<file path="src/rtl/spi_cmd_pkg.sv">
// Shared types and register offsets for the SPI command engine.
// Assumes an 8-bit byte-addressed register window.
package spi_cmd_pkg;
    typedef enum logic [1:0] {ST_IDLE, ST_LEAD, ST_XFER, ST_TRAIL} eng_state_t;
    typedef enum logic [1:0] {BK_OP, BK_TX, BK_RX} byte_kind_t;

    localparam logic [7:0] A_OPCODE = 8'h00;
    localparam logic [7:0] A_CTRL2  = 8'h02;
    localparam logic [7:0] A_CTRL3  = 8'h03;
    localparam logic [7:0] A_CSSEL  = 8'h1D;
    localparam logic [7:0] A_TXCNT  = 8'h48;
    localparam logic [7:0] A_RXCNT  = 8'h4B;
    localparam logic [7:0] A_BUF    = 8'h80;
endpackage

</file>
<file path="src/rtl/spi_cmd_fifo.sv">
// Byte buffer shared by the bus and the engine: one write port, two
// combinational read ports. Assumes callers keep indices below DEPTH.
module spi_cmd_fifo #(
    parameter int DEPTH = 64,
    localparam int IDX_W = $clog2(DEPTH)
) (
    input  logic             clk,
    input  logic             rst_n,
    input  logic             wr_en,
    input  logic [IDX_W-1:0] wr_idx,
    input  logic [7:0]       wr_data,
    input  logic [IDX_W-1:0] rd_a_idx,
    output logic [7:0]       rd_a_data,
    input  logic [IDX_W-1:0] rd_b_idx,
    output logic [7:0]       rd_b_data
);
    logic [7:0] mem [DEPTH];

    // Storage update: clear on reset, else take the single write port.
    always_ff @(posedge clk) begin
        if (!rst_n) begin
            for (int i = 0; i < DEPTH; i++) mem[i] <= '0;
        end else if (wr_en) begin
            mem[wr_idx] <= wr_data;
        end
    end

    assign rd_a_data = mem[rd_a_idx];
    assign rd_b_data = mem[rd_b_idx];
endmodule

</file>
<file path="src/rtl/spi_cmd_regs.sv">
// Byte-wide register window: opcode, counts, select, start/clear pulses,
// busy readback and buffer access. Assumes A_BUF + DEPTH <= 256.
module spi_cmd_regs
    import spi_cmd_pkg::*;
#(
    parameter int DEPTH = 64,
    parameter int SEL_W = 2,
    localparam int IDX_W = $clog2(DEPTH),
    localparam int BUF_END = int'(A_BUF) + DEPTH
) (
    input  logic             clk,
    input  logic             rst_n,
    input  logic [7:0]       bus_addr,
    input  logic [7:0]       bus_wdata,
    input  logic             bus_we,
    output logic [7:0]       bus_rdata,
    input  logic             busy,
    output logic [7:0]       opcode,
    output logic [7:0]       tx_count,
    output logic [7:0]       rx_count,
    output logic [SEL_W-1:0] cs_sel,
    output logic             start,
    output logic             ptr_clr,
    output logic             buf_we,
    output logic [IDX_W-1:0] buf_idx,
    input  logic [7:0]       buf_rdata
);
    logic in_buf;

    assign in_buf  = (int'(bus_addr) >= int'(A_BUF)) && (int'(bus_addr) < BUF_END);
    assign buf_idx = IDX_W'(bus_addr - A_BUF);
    assign buf_we  = bus_we && in_buf && !busy;
    assign start   = bus_we && (bus_addr == A_CTRL2) && bus_wdata[0] && !busy;
    assign ptr_clr = bus_we && (bus_addr == A_CTRL2) && bus_wdata[4] && !busy;

    // Configuration registers written from the bus.
    always_ff @(posedge clk) begin
        if (!rst_n) begin
            opcode   <= '0;
            tx_count <= '0;
            rx_count <= '0;
            cs_sel   <= '0;
        end else if (bus_we) begin
            case (bus_addr)
                A_OPCODE: opcode   <= bus_wdata;
                A_TXCNT:  tx_count <= bus_wdata;
                A_RXCNT:  rx_count <= bus_wdata;
                A_CSSEL:  cs_sel   <= bus_wdata[SEL_W-1:0];
                default:  ;
            endcase
        end
    end

    // Read multiplexer; pulse bits read as 0.
    always_comb begin
        bus_rdata = '0;
        if (in_buf) begin
            bus_rdata = buf_rdata;
        end else begin
            case (bus_addr)
                A_OPCODE: bus_rdata = opcode;
                A_CTRL3:  bus_rdata = {busy, 7'b0};
                A_TXCNT:  bus_rdata = tx_count;
                A_RXCNT:  bus_rdata = rx_count;
                A_CSSEL:  bus_rdata = 8'(cs_sel);
                default:  bus_rdata = '0;
            endcase
        end
    end
endmodule

</file>
<file path="src/rtl/spi_cmd_engine.sv">
// Command sequencer and mode-0 shifter: select lead, opcode, send bytes,
// reply bytes, select lag. Assumes CLK_DIV is even and at least 2.
module spi_cmd_engine
    import spi_cmd_pkg::*;
#(
    parameter int DEPTH   = 64,
    parameter int CLK_DIV = 4,
    parameter int NUM_CS  = 4,
    localparam int IDX_W  = $clog2(DEPTH),
    localparam int PTR_W  = $clog2(DEPTH + 1),
    localparam int SEL_W  = $clog2(NUM_CS),
    localparam int HALF   = CLK_DIV / 2,
    localparam int DIV_W  = $clog2(CLK_DIV)
) (
    input  logic              clk,
    input  logic              rst_n,
    input  logic              start,
    input  logic              ptr_clr,
    input  logic [7:0]        opcode,
    input  logic [7:0]        tx_count,
    input  logic [7:0]        rx_count,
    input  logic [SEL_W-1:0]  cs_sel,
    output logic              busy,
    output logic [IDX_W-1:0]  rd_idx,
    input  logic [7:0]        rd_data,
    output logic              wr_en,
    output logic [IDX_W-1:0]  wr_idx,
    output logic [7:0]        wr_data,
    output logic              sclk,
    output logic              mosi,
    input  logic              miso,
    output logic [NUM_CS-1:0] cs_n
);
    eng_state_t       state;
    byte_kind_t       kind;
    logic [DIV_W-1:0] div_cnt;
    logic [2:0]       bit_cnt;
    logic [7:0]       tx_left, rx_left, tx_sh, rx_sh;
    logic [PTR_W-1:0] ptr, ptr_inc, ptr_adv;
    logic [SEL_W-1:0] sel_q;
    logic             sclk_q, div_last, div_mid, byte_end;
    logic [7:0]       next_tx;

    assign div_last = div_cnt == DIV_W'(CLK_DIV - 1);
    assign div_mid  = div_cnt == DIV_W'(HALF - 1);
    assign byte_end = (state == ST_XFER) && div_last && (bit_cnt == 3'd0);
    assign ptr_inc  = (ptr == PTR_W'(DEPTH)) ? ptr : ptr + 1'b1;
    assign ptr_adv  = (kind == BK_OP) ? ptr : ptr_inc;
    assign rd_idx   = IDX_W'(ptr_adv);
    assign next_tx  = (ptr_adv == PTR_W'(DEPTH)) ? 8'hFF : rd_data;

    assign wr_en   = byte_end && (kind == BK_RX) && (ptr < PTR_W'(DEPTH));
    assign wr_idx  = IDX_W'(ptr);
    assign wr_data = rx_sh;

    assign busy = state != ST_IDLE;
    assign sclk = sclk_q;
    assign mosi = busy ? tx_sh[7] : 1'b1;
    assign cs_n = busy ? ~(NUM_CS'(1) << sel_q) : '1;

    // Sequencer, clock divider, shifters and buffer pointer.
    always_ff @(posedge clk) begin
        if (!rst_n) begin
            state   <= ST_IDLE;
            kind    <= BK_OP;
            div_cnt <= '0;
            bit_cnt <= '0;
            tx_left <= '0;
            rx_left <= '0;
            tx_sh   <= 8'hFF;
            rx_sh   <= '0;
            ptr     <= '0;
            sel_q   <= '0;
            sclk_q  <= 1'b0;
        end else begin
            case (state)
                ST_IDLE: begin
                    sclk_q <= 1'b0;
                    if (ptr_clr) ptr <= '0;
                    if (start) begin
                        state   <= ST_LEAD;
                        div_cnt <= '0;
                        tx_sh   <= opcode;
                        bit_cnt <= 3'd7;
                        kind    <= BK_OP;
                        tx_left <= tx_count;
                        rx_left <= rx_count;
                        sel_q   <= cs_sel;
                    end
                end
                ST_LEAD: begin
                    div_cnt <= div_last ? '0 : div_cnt + 1'b1;
                    if (div_last) state <= ST_XFER;
                end
                ST_XFER: begin
                    div_cnt <= div_last ? '0 : div_cnt + 1'b1;
                    if (div_mid) begin
                        sclk_q <= 1'b1;
                        rx_sh  <= {rx_sh[6:0], miso};
                    end
                    if (div_last) begin
                        sclk_q <= 1'b0;
                        if (bit_cnt != 3'd0) begin
                            bit_cnt <= bit_cnt - 1'b1;
                            tx_sh   <= {tx_sh[6:0], 1'b1};
                        end else begin
                            ptr     <= ptr_adv;
                            bit_cnt <= 3'd7;
                            if (tx_left != 8'd0) begin
                                tx_sh   <= next_tx;
                                kind    <= BK_TX;
                                tx_left <= tx_left - 1'b1;
                            end else if (rx_left != 8'd0) begin
                                tx_sh   <= 8'hFF;
                                kind    <= BK_RX;
                                rx_left <= rx_left - 1'b1;
                            end else begin
                                tx_sh <= 8'hFF;
                                state <= ST_TRAIL;
                            end
                        end
                    end
                end
                ST_TRAIL: begin
                    div_cnt <= div_last ? '0 : div_cnt + 1'b1;
                    if (div_last) state <= ST_IDLE;
                end
                default: state <= ST_IDLE;
            endcase
        end
    end
endmodule

</file>
<file path="src/rtl/spi_opcode_master.sv">
// Top of the opcode-driven half-duplex SPI engine: register window,
// shared byte buffer and sequencer. Assumes a single clock domain.
module spi_opcode_master #(
    parameter int DEPTH   = 64,
    parameter int CLK_DIV = 4,
    parameter int NUM_CS  = 4,
    localparam int IDX_W  = $clog2(DEPTH),
    localparam int SEL_W  = $clog2(NUM_CS)
) (
    input  logic              clk,
    input  logic              rst_n,
    input  logic [7:0]        bus_addr,
    input  logic [7:0]        bus_wdata,
    input  logic              bus_we,
    output logic [7:0]        bus_rdata,
    output logic              spi_sclk,
    output logic              spi_mosi,
    input  logic              spi_miso,
    output logic [NUM_CS-1:0] spi_cs_n
);
    logic             eng_busy, start, ptr_clr, bus_buf_we, eng_we;
    logic [7:0]       opcode, tx_count, rx_count, buf_rdata, eng_rdata, eng_wdata;
    logic [SEL_W-1:0] cs_sel;
    logic [IDX_W-1:0] bus_buf_idx, eng_rd_idx, eng_wr_idx;

    spi_cmd_regs #(.DEPTH(DEPTH), .SEL_W(SEL_W)) u_regs (
        .clk(clk), .rst_n(rst_n), .bus_addr(bus_addr), .bus_wdata(bus_wdata),
        .bus_we(bus_we), .bus_rdata(bus_rdata), .busy(eng_busy),
        .opcode(opcode), .tx_count(tx_count), .rx_count(rx_count),
        .cs_sel(cs_sel), .start(start), .ptr_clr(ptr_clr),
        .buf_we(bus_buf_we), .buf_idx(bus_buf_idx), .buf_rdata(buf_rdata)
    );

    spi_cmd_fifo #(.DEPTH(DEPTH)) u_buf (
        .clk(clk), .rst_n(rst_n),
        .wr_en(eng_we || bus_buf_we),
        .wr_idx(eng_we ? eng_wr_idx : bus_buf_idx),
        .wr_data(eng_we ? eng_wdata : bus_wdata),
        .rd_a_idx(bus_buf_idx), .rd_a_data(buf_rdata),
        .rd_b_idx(eng_rd_idx), .rd_b_data(eng_rdata)
    );

    spi_cmd_engine #(.DEPTH(DEPTH), .CLK_DIV(CLK_DIV), .NUM_CS(NUM_CS)) u_eng (
        .clk(clk), .rst_n(rst_n), .start(start), .ptr_clr(ptr_clr),
        .opcode(opcode), .tx_count(tx_count), .rx_count(rx_count),
        .cs_sel(cs_sel), .busy(eng_busy), .rd_idx(eng_rd_idx),
        .rd_data(eng_rdata), .wr_en(eng_we), .wr_idx(eng_wr_idx),
        .wr_data(eng_wdata), .sclk(spi_sclk), .mosi(spi_mosi),
        .miso(spi_miso), .cs_n(spi_cs_n)
    );
endmodule

</file>
<file path="config.mk">
export PLATFORM = sky130hd
export DESIGN_NAME = spi_opcode_master
export DESIGN_NICKNAME = d
export VERILOG_FILES = /design/src/rtl/spi_cmd_pkg.sv /design/src/rtl/spi_cmd_fifo.sv /design/src/rtl/spi_cmd_regs.sv /design/src/rtl/spi_cmd_engine.sv /design/src/rtl/spi_opcode_master.sv
export SDC_FILE = /design/constraint.sdc
export NUM_CORES = 1
export LEC_CHECK = 0
export BUFFER_PORTS_ARGS = -buffer_cell sky130_fd_sc_hd__buf_2
export CORE_ASPECT_RATIO = 1.2
export CORE_MARGIN = 3
export CORE_UTILIZATION = 30
export CTS_CLUSTER_SIZE = 25
export DETAILED_ROUTE_END_ITERATION = 8
export PLACE_DENSITY_LB_ADDON = 0.1
export SYNTH_ARGS = -nofsm -noshare
export SYNTH_HDL_FRONTEND = slang
export SYNTH_SLANG_ARGS = --single-unit
</file>
<file path="constraint.sdc">
create_clock -name clk -period 8.6 [get_ports clk]
set_clock_uncertainty 0.05 [all_clocks]
set_input_delay 0.43 -clock clk [delete_from_list [all_inputs] [get_ports clk]]
set_output_delay 0.43 -clock clk [all_outputs]
set_load 0.005 [all_outputs]
</file>
======== Word-level counts from Yosys, hierarchy flattened ========
Memories as Yosys holds them, arrays and structs flattened.
Index checks and enable logic that the tools add are counted.
operators by class
  add/subtract/negate cells ............... 6
  magnitude comparators ................... 3
  eq/ne operators ......................... 25
  shift operators ......................... 1
  mux-type cells .......................... 59
  bitwise logic cells ..................... 1
  reductions and logical operators ........ 38
operators by type and width
  kind                                                                count
  8-bit 2-to-1 mux                                                    17
  8-bit case mux with 2 select lines                                  3
  8-bit case mux with 5 select lines                                  1
  7-bit 2-to-1 mux                                                    5
  2-bit 2-to-1 mux                                                    13
  8-bit by 2-bit == test with 1-bit output, second input constant     2
  8-bit by 7-bit == test with 1-bit output, second input constant     2
  8-bit nonzero test                                                  2
  8-bit by 1-bit subtractor with 8-bit output, second input constant  2
  7-bit == test, second input constant                                2
  2-bit inequality test, second input constant                        7
  7-bit case mux with 2 select lines                                  1
  2-bit AND reduction                                                 7
  1-bit logical AND                                                   12
  6-bit 2-to-1 mux                                                    2
  5-bit AND reduction                                                 2
  3-bit 2-to-1 mux                                                    3
  2-bit == test, second input constant                                4
  8-bit by 5-bit == test with 1-bit output, second input constant     1
  8-bit greater-or-equal comparator, second input constant            1
  8-bit zero test                                                     1
  8-bit less-than comparator, second input constant                   1
  1-bit 2-to-1 mux                                                    8
  2-bit case mux with 2 select lines                                  2
  27 further kinds                                                    32
word-level totals
  register bits ........................... 77
  bits in writable memories ............... 512
  output and inout bits ................... 14
  memories kept ........................... 1
memories
  name       depth  bits a word  read ports  clocked after Yosys merged registers in  wr ports  line                source
  u_buf.mem  64     8            2           0                                        64        spi_cmd_fifo.sv:17  logic [7:0] mem [DEPTH];

======== Logic depth before layout (Yosys ltp) ========
Gate-level depths: netlist of the first run.
  depth after elaboration ................. 11
  gate-level depth with buffers ........... 17

======== Modules after synthesis ========
Synthesis of the first run repeated with hierarchy kept, for this count alone.
unflattened totals
  cells, all modules ...................... 2496
  area total of the unflattened synthesis .. 32962.9 um^2
modules (own cells, without submodules)
  module             times used  cells an instance  area each (um^2)  seq. area each (um^2)
  spi_cmd_fifo       1           1900               28076.9           15374.7
  spi_cmd_engine     1           418                3199.3            1021.0
  spi_cmd_regs       1           161                1457.6            520.5
  spi_opcode_master  1           17                 229.0             0.0

======== Least setup slack after synthesis of the first run ========
OpenSTA, ideal clock, no wires.
  path type ............................... reg2reg
  start ................................... register u_eng.ptr[1]
  end ..................................... register u_eng.tx_sh[1]
  arrival ................................. 3378 ps
  slack ................................... 5098 ps
  cell stages (with the launch flop) ...... 15
  clock period less this slack ............ 3502 ps
  cell sequence ........................... dfxtp_1 -> buf_2 -> buf_4 -> buf_1 -> inv_1 -> ha_1 -> buf_2 -> buf_2 -> buf_1 -> a211oi_1 -> a211oi_1 -> a311oi_1 -> or3_1 -> a211o_1 -> a31oi_1
on the way
  cells in the longest elaborated chain, start to end .. 9
ends and longest elaborated chain
  what                                                                     line                   source
  start, declared                                                          spi_cmd_engine.sv:39   logic [PTR_W-1:0] ptr, ptr_inc, ptr_adv;
  start signal, assigned                                                   spi_cmd_engine.sv:107  ptr <= ptr_adv;
  7-bit by 1-bit adder with 7-bit output or 7-bit == test (tied branches)  spi_cmd_engine.sv:47   assign ptr_inc = (ptr == PTR_W'(DEPTH)) ? ptr : ptr + 1'b1;
  7-bit 2-to-1 mux                                                         spi_cmd_engine.sv:47
  7-bit 2-to-1 mux (*)                                                     spi_cmd_engine.sv:48   assign ptr_adv = (kind == BK_OP) ? ptr : ptr_inc;
  memory read 64 x 8 bit or 7-bit == test (tied branches)                  n/a
  8-bit 2-to-1 mux (*)                                                     spi_cmd_engine.sv:50   assign next_tx = (ptr_adv == PTR_W'(DEPTH)) ? 8'hFF : rd_data;
  8-bit 2-to-1 mux (*)                                                     spi_cmd_engine.sv:109  if (tx_left != 8'd0) begin
  8-bit 2-to-1 mux (*)                                                     spi_cmd_engine.sv:103  if (bit_cnt != 3'd0) begin
  8-bit 2-to-1 mux (*)                                                     spi_cmd_engine.sv:101  if (div_last) begin
  8-bit case mux with 2 select lines (*)                                   spi_cmd_engine.sv:76   case (state)
  end signal, assigned                                                     spi_cmd_engine.sv:83   tx_sh <= opcode;
  end signal, assigned                                                     spi_cmd_engine.sv:105  tx_sh <= {tx_sh[6:0], 1'b1};
  end signal, assigned                                                     spi_cmd_engine.sv:110  tx_sh <= next_tx;
  end, declared                                                            spi_cmd_engine.sv:38   logic [7:0] tx_left, rx_left, tx_sh, rx_sh;
Every way passes the cells marked *; elsewhere a longest branch is shown, timed or not. The select of a mux whose other input is x is not followed.
A chain may end at the register's enable or synchronous reset.

======== Final worst setup path of the first run ========
  start ................................... register u_eng.ptr[0]
  end ..................................... register u_eng.tx_sh[7]
Same word-level chain as after synthesis.

==> run_results.csv, run 1 <==
group,metric,value,unit
status,outcome,"finished with violations",
status,violations,"max-capacitance violations, max-slew violations",
timing,rsz0062_at_grt,"no",
placement,place_hpwl,98400,um
job,cap_violations,1,
placement,port_buffers,33,
timing,hold_viol_final,0,
setup_path,cp.required,9.10,ns
global_routing,grt_pass1_wl,201000,um
synthesis,yosysSeqAreaShare,51.0,%
power_and_ir_drop,powerDensity,213,nW/um^2
timing,fin_tns_setup,0,ns
setup_path,crit_path_max_fanout,74,
cts,ctsResizeCount,0,
placement,post_dp_cell_area,34700,um^2
timing,setup_viol,0,
global_routing,grt-ovfl-total,0,
global_routing,grt_start_max_net_pins,94,
worst_hold_path,hold_path.class,"in -> reg",
floorplan,core-area,110000,um^2
synthesis,avgSynthCellArea,10.8,um^2
synthesis,ys_dominant_reg_cell,"edfxtp_1",
setup_path,startpoint_type,"flip-flop",
synthesis,yosysUniqueCellTypes,90,
cts,cts_tree,"yes",
cells_and_area,nFillCells,10800,
routing,ant_nets,0,
routing,wl_per_cell,32.0,um
setup_path,cp_slowest_cell,"buf_4",
synthesis,ys_warn_count,0,
setup_path,crit_top_cell,"buf_4",
timing,timing.final.ws_setup,3.49,ns
timing,relSlewSlack,-2.71,%
synthesis,synthesis.area,33200,um^2
timing,slew_violations,11,
cts,clk_path_buf_depth,3,
cts,clk_latency,0.68,ns
placement,pre_cts_slack,3.58,ns
routing,firstDrtPassIters,6,
setup_path,critPathArrivalTime,5.61,ns
cts,cts_buffers,70,
timing,worst_pin_slew,1.54,ns
floorplan,num_io_pins,34,
synthesis,syn_nets,3099,
floorplan,rows,133,
setup_path,slowest_delay,0.81,ns
global_routing,grt_usage,24.6,%
cts,cts_root_buf,"clkbuf_16",
cells_and_area,fin_area,37000,um^2
setup_path,path_buf_inv,3,
synthesis,ys_ff_latch,589,
timing,period_share,59.4,%
setup_path,crit_chain,"inv_1, ha_4, buf_4, o211ai_4, nand2_4, buf_4, nand3_1, a21oi_1, a211o_1, a31oi_1",
power_and_ir_drop,power.leakage,12.5,nW
setup_path,path_class,"reg -> reg",
floorplan,die_h,370,um
routing,remaining_drc_errors,0,
floorplan,dieArea,115000,um^2
routing,viasPerCell,5.97,
global_routing,grt_pass1_vias,25900,
routing,drt_iter0_markers,2925,
floorplan,start_util,30.2,%
setup_path,cp_top_family,"buffers and inverters",
routing,wirelength,143000,um
routing,num_vias,26600,
synthesis,synth_edf_count,512,
cts,cts.sinks,589,
timing,clock.fmax,196,MHz
placement,gp_congestion,0.944,
global_routing,antenna_found_initial,4,
cts,cts_max_level,3,
setup_path,critical_path.endpoint_type,"flip-flop",
floorplan,fp.dieW,310,um
power_and_ir_drop,p_total,7.88,mW
synthesis,async_reset_ff_share,0,%
cells_and_area,fin_nets,3012,
cts,post_cts_buffers,0,
cts,path_clk_slew,0.06,ns
timing,fin_crit,5.11,ns
cells_and_area,syn_to_final_growth,11.6,%
cells_and_area,drive_gt1_share,14.8,%
synthesis,synthCells,3066,
power_and_ir_drop,ir_drop,0.116,mV
==> report_power, final <==
group,internal [mW],switching (mW)
Clock,1.79,1.31
Sequential,3.23,0.120
Combinational,0.440,0.994
Total,5.46,2.42
==> layout by cell type (no fill, tap or decap), types with 10 or more instances in the layout <==
cell type and instances:
edfxtp_1 512, o22ai_1 18, nand3_1 95, a211oi_1 50, a21boi_0 42, and3_1 48
a222oi_1 10, mux2i_1 75, or3_1 22, dfxtp_1 75, a31oi_1 40, clkbuf_16 71
a211o_1 10, a22oi_1 22, clkbuf_1 15, nor2_1 568, a32oi_1 24, buf_4 61
clkinv_2 12, a21oi_1 150, buf_2 30, nor3b_1 11, o21bai_1 12, inv_1 18
nor2_2 10, a21o_1 11, a221oi_1 31, o21ai_0 54, nor2b_1 27, o2111ai_1 14
a311oi_1 18, ha_1 11, o211ai_1 11, nand2_1 439, nor3_1 26, mux4_2 177
==> flip-flops by register name, indices dropped and copies added, names as in the netlist <==
| signal | count |
|---|---|
| u_eng.sel_q | 2 |
| u_eng.tx_sh | 8 |
| u_buf.mem | 512 |
| u_regs.tx_count | 8 |
| u_eng.div_cnt | 2 |
| u_eng.wr_data | 8 |
| u_eng.rx_left | 8 |
| u_eng.bit_cnt | 3 |
| u_eng.state | 2 |
| u_eng.kind | 2 |
| u_regs.cs_sel | 2 |
| u_eng.ptr | 7 |
| u_eng.tx_left | 8 |
| u_eng.sclk | 1 |
| u_regs.rx_count | 8 |
| u_regs.opcode | 8 |
==> path summary, 6_finish.rpt <==
kind,start,to,slack [ns],cells past startpoint
worst max-delay path,u_eng.ptr[0]$_SDFFE_PN0P_,u_eng.tx_sh[7]$_SDFFE_PN1P_,3.49,10
worst min-delay path,bus_wdata[5],u_regs.tx_count[5]$_SDFFE_PN0P_,0.05,3
worst max register to register,u_eng.ptr[0]$_SDFFE_PN0P_,u_eng.tx_sh[7]$_SDFFE_PN1P_,3.49,10
worst min register to register,u_regs.opcode[0]$_SDFFE_PN0P_,u_regs.opcode[0]$_SDFFE_PN0P_,0.43,2
==> per-layer routing <==
metal	global-route usage, %	up-vias	routed length [um]
li1	-	11400	-
met1	31.4	13600	57300
met2	41.1	1362	69100
met3	4.44	230	10600
met4	10.2	4	5580
met5	0	-	28
==> stage by stage <==
stage,hold WS [ns],cells,util [%]
3_3_place_gp,0.427,4321,31.6
4_1_cts,0.00577,4451,33.7
2_1_floorplan,0.401,3066,-
3_5_place_dp,0.425,4321,31.6
6_report,0.0534,4453,33.7
5_1_grt,0.0507,4451,33.7
==> Yosys cell counts, types with 12 or more instances <==
cell type    n  area share (%)
a211oi_1    50             1.1
a22oi_1     22            0.50
o2111ai_1   14            0.37
and3_1      48            0.91
buf_2      108             1.6
mux2i_1     83             2.5
or3_1       22            0.41
dfxtp_1     77             4.6
o22ai_1     19            0.36
nand2_1    440             5.0
edfxtp_1   512              46
a311oi_1    18            0.48
a21oi_1    151             2.3
a221oi_1    31            0.82
a21boi_0    42            0.95
nor2_1     576             6.5
nor2b_1     27            0.51
clkbuf_1   111             1.3
o21bai_1    12            0.27
nand3_1     95             1.4
buf_1       20            0.23
o21ai_0     54            0.81
a31oi_1     40            0.75
a32oi_1     24            0.63
ha_1        13            0.49
inv_1       18            0.20
mux4_2     177              12
nor3_1      27            0.41
==> cells by family (layout without fill, tap and decap cells) <==
kind of cell | count (synthesis) | count (layout) | share of synthesized area (%)
AOI/OAI and AO/OA | 609 | 609 | 13.1
buffers and inverters | 274 | 242 | 3.78
xor gates and xnor gates | 8 | 8 | 0.211
and+or+nand+nor | 1310 | 1310 | 16.8
muxes | 263 | 263 | 14.6
other | 0 | 2 | 0
DFF | 589 | 589 | 51.0
adders and majority gates | 13 | 13 | 0.490
==> worst min-delay path, delay by kind of cell <==
| family | cells | cell delay [ns] |
|---|---|---|
| buf+inv | 1 | 0.15 |
| simple gates | 1 | 0.07 |
| compound gates | 1 | 0.07 |
==> area by class of cell <==
class	instances	area, um^2	area share, %
Clock inverter	39	463	1.25
Timing Repair Buffer	97	684	1.85
Inverter	18	67.6	0.183
Clock buffer	88	1860	5.03
Sequential cell	589	16900	45.7
Multi-Input combinational cell	2203	15200	41.2
Tap cell	1417	1770	4.79
Antenna cell	2	5.00	0.0135
==> what timing repair did <==
action | in CTS | in global routing
hold endpoints to repair | 5 | 0
setup endpoints to repair | 0 | 0
hold buffers | 3 | 0
No activity file was read; power rests on OpenSTA's default activity.
==> run 2, diff against run 1 <==
clock period = 4.45 ns   (was 8.6 ns; I/O delays follow)
==> run_results.csv, run 2 (synthesis gave the netlist of run 1 again) <==
group,metric,value,unit
status,outcome,"finished, final reports clean",
global_routing,grt_usage,25.1,%
setup_path,critical_path.startpoint,"u_eng.ptr[1]$_SDFFE_PN0P_",
cts,clk_latency,0.67,ns
job,cap_violations,0,
routing,viasPerCell,5.96,
setup_path,crit_chain,"inv_1, ha_4, nor4bb_2, a21oi_1, buf_4, nand2_4, buf_4, mux2i_1, o21bai_1, a211oi_1, o2bb2ai_1, a31oi_1",
cells_and_area,largest_register_ffs,512,
placement,port_buffers,33,
global_routing,grt_pass1_wl,204000,um
cells_and_area,fin_area,37800,um^2
placement,place_hpwl,102000,um
timing,setup_viol,0,
setup_path,crit_top_cell,"buf_4",
setup_path,startpoint_type,"flip-flop",
cts,cts_buffers,72,
placement,gp_congestion,0.908,
routing,firstDrtPassIters,6,
worst_hold_path,min_from,"bus_we",
setup_path,ff2ff_setup_slack,0.08,ns
cts,path_clk_slew,0.06,ns
cts,post_cts_buffers,0,
floorplan,dieArea,115000,um^2
floorplan,fp.dieW,310,um
cts,cts.sinks,589,
floorplan,rows,133,
cts,clk_path_buf_depth,3,
worst_hold_path,hold_depth,4,
placement,dpl.cell_count,4383,
timing,relSlewSlack,15.3,%
cells_and_area,instances_no_fill,4525,
routing,num_vias,27000,
cts,cts_max_level,3,
cells_and_area,fin_nets,3084,
setup_path,slowest_delay,0.70,ns
setup_path,critPathArrivalTime,4.85,ns
setup_path,critical_path.endpoint_type,"flip-flop",
cells_and_area,drive_gt1_share,16.2,%
routing,wl_per_cell,32.0,um
floorplan,start_util,30.2,%
timing,clock.fmax,229,MHz
setup_path,path_class,"reg -> reg",
global_routing,grt_start_max_net_pins,71,
timing,slew_violations,0,
cells_and_area,final_cell_mix,"nor2_1, edfxtp_1, nand2_1",
setup_path,reg2reg_to,"u_eng.tx_sh[7]$_SDFFE_PN1P_",
global_routing,grt-ovfl-total,0,
setup_path,cp.required,4.93,ns
setup_path,path_buf_inv,3,
cells_and_area,regMostFlops,"u_buf.mem",
timing,fin_tns_setup,0,ns
cells_and_area,syn_to_final_growth,13.9,%
setup_path,rr_startpoint,"u_eng.ptr[1]$_SDFFE_PN0P_",
setup_path,cp_slowest_cell,"a211oi_1",
routing,ant_nets,0,
floorplan,core-area,110000,um^2
power_and_ir_drop,powerDensity,403,nW/um^2
routing,drt_iter0_markers,3179,
global_routing,antenna_found_initial,3,
routing,wirelength,145000,um
worst_hold_path,hold_path.class,"in -> reg",
placement,post_dp_cell_area,35400,um^2
global_routing,grt_pass1_vias,26100,
routing,remaining_drc_errors,0,
timing,hold_viol_final,0,
worst_hold_path,hold_end,"u_regs.rx_count[2]$_SDFFE_PN0P_",
cts,cts_tree,"yes",
timing,rsz0062_at_grt,"no",
power_and_ir_drop,power.leakage,12.9,nW
setup_path,reg2regPathDepth,12,
setup_path,cp_top_family,"compound AO/OA/AOI/OAI gates",
cts,cts_root_buf,"clkbuf_16",
timing,period_share,98.1,%
power_and_ir_drop,ir_drop,0.240,mV
setup_path,crit_path_max_fanout,32,
timing,fin_crit,4.37,ns
timing,worst_pin_slew,1.27,ns
floorplan,num_io_pins,34,
cells_and_area,final_common_cell,"nor2_1",
floorplan,die_h,370,um
==> run 2: cell types whose count changed in the layout (fill, tap and decap cells not counted), moves of 6 or more <==
| cell | delta |
|---|---|
| dlygate4sd3_1 | +8 |
| nor2_2 | -6 |
| nor2_1 | +8 |
| buf_4 | +40 |
| buf_12 | +22 |
==> run 2: area by class of cell <==
cell class | instances | area (um^2)
Inverter | 18 | 67.6
Multi-Input combinational cell | 2203 | 15200
Tap cell | 1417 | 1770
Clock buffer | 90 | 1940
Clock inverter | 40 | 387
Sequential cell | 589 | 16900
Fill cell | 10900 | 71900
Antenna cell | 1 | 2.50
Timing Repair Buffer | 167 | 1510
==> run 2: layer usage <==
layer  GRT usage [%]  up-vias  share of wire (%)
met3            3.33      216                6.5
li1                -    11500                  -
met5               0        -                  0
met4            8.33        0                3.3
met1            32.8    13900                 41
met2            42.7     1301                 49
==> run 2: tightest hold or removal path, cell delays in order <==
cell and delay, ns:
buf_2 0.12, buf_4 0.24, nand3_1 0.12, a21boi_0 0.06
==> run 2: power by group <==
part	leakage, nW	switching (mW)	internal, mW
clock network	1.12	2.50	3.41
logic	5.85	1.89	0.961
registers	5.91	0.228	6.24
==> run 2: timing repair <==
item	CTS	global route
hold buffers	11	0
hold endpoints to repair	27	0
gates resized for setup	0	0
==> run 2: worst max path at each step <==
stage | endpoint | slack, ns | cells past startpoint
after floorplan | u_eng.tx_sh[1]$_SDFFE_PN1P_ | 0.95 | 14
after global placement | u_eng.tx_sh[1]$_SDFFE_PN1P_ | 0.29 | 12
after detailed placement | u_eng.tx_sh[7]$_SDFFE_PN1P_ | 0.23 | 12
after CTS | u_eng.tx_sh[7]$_SDFFE_PN1P_ | 0.21 | 12
after global routing | u_eng.tx_sh[5]$_SDFFE_PN1P_ | 0.05 | 12
final | u_eng.tx_sh[7]$_SDFFE_PN1P_ | 0.08 | 12
==> run 2: through the flow <==
| step | util [%] | hold slack (ns) | power [mW] | setup slack, ns |
|---|---|---|---|---|
| 2_1_floorplan | - | 0.329 | 8.12 | 0.948 |
| 3_3_place_gp | 32.2 | 0.428 | 9.37 | 0.291 |
| 3_5_place_dp | 32.2 | 0.430 | 9.39 | 0.226 |
| 4_1_cts | 34.5 | 0.0644 | 15.3 | 0.210 |
| 5_1_grt | 34.5 | 0.118 | 15.7 | 0.0496 |
| 6_report | 34.5 | 0.123 | 15.2 | 0.0828 |
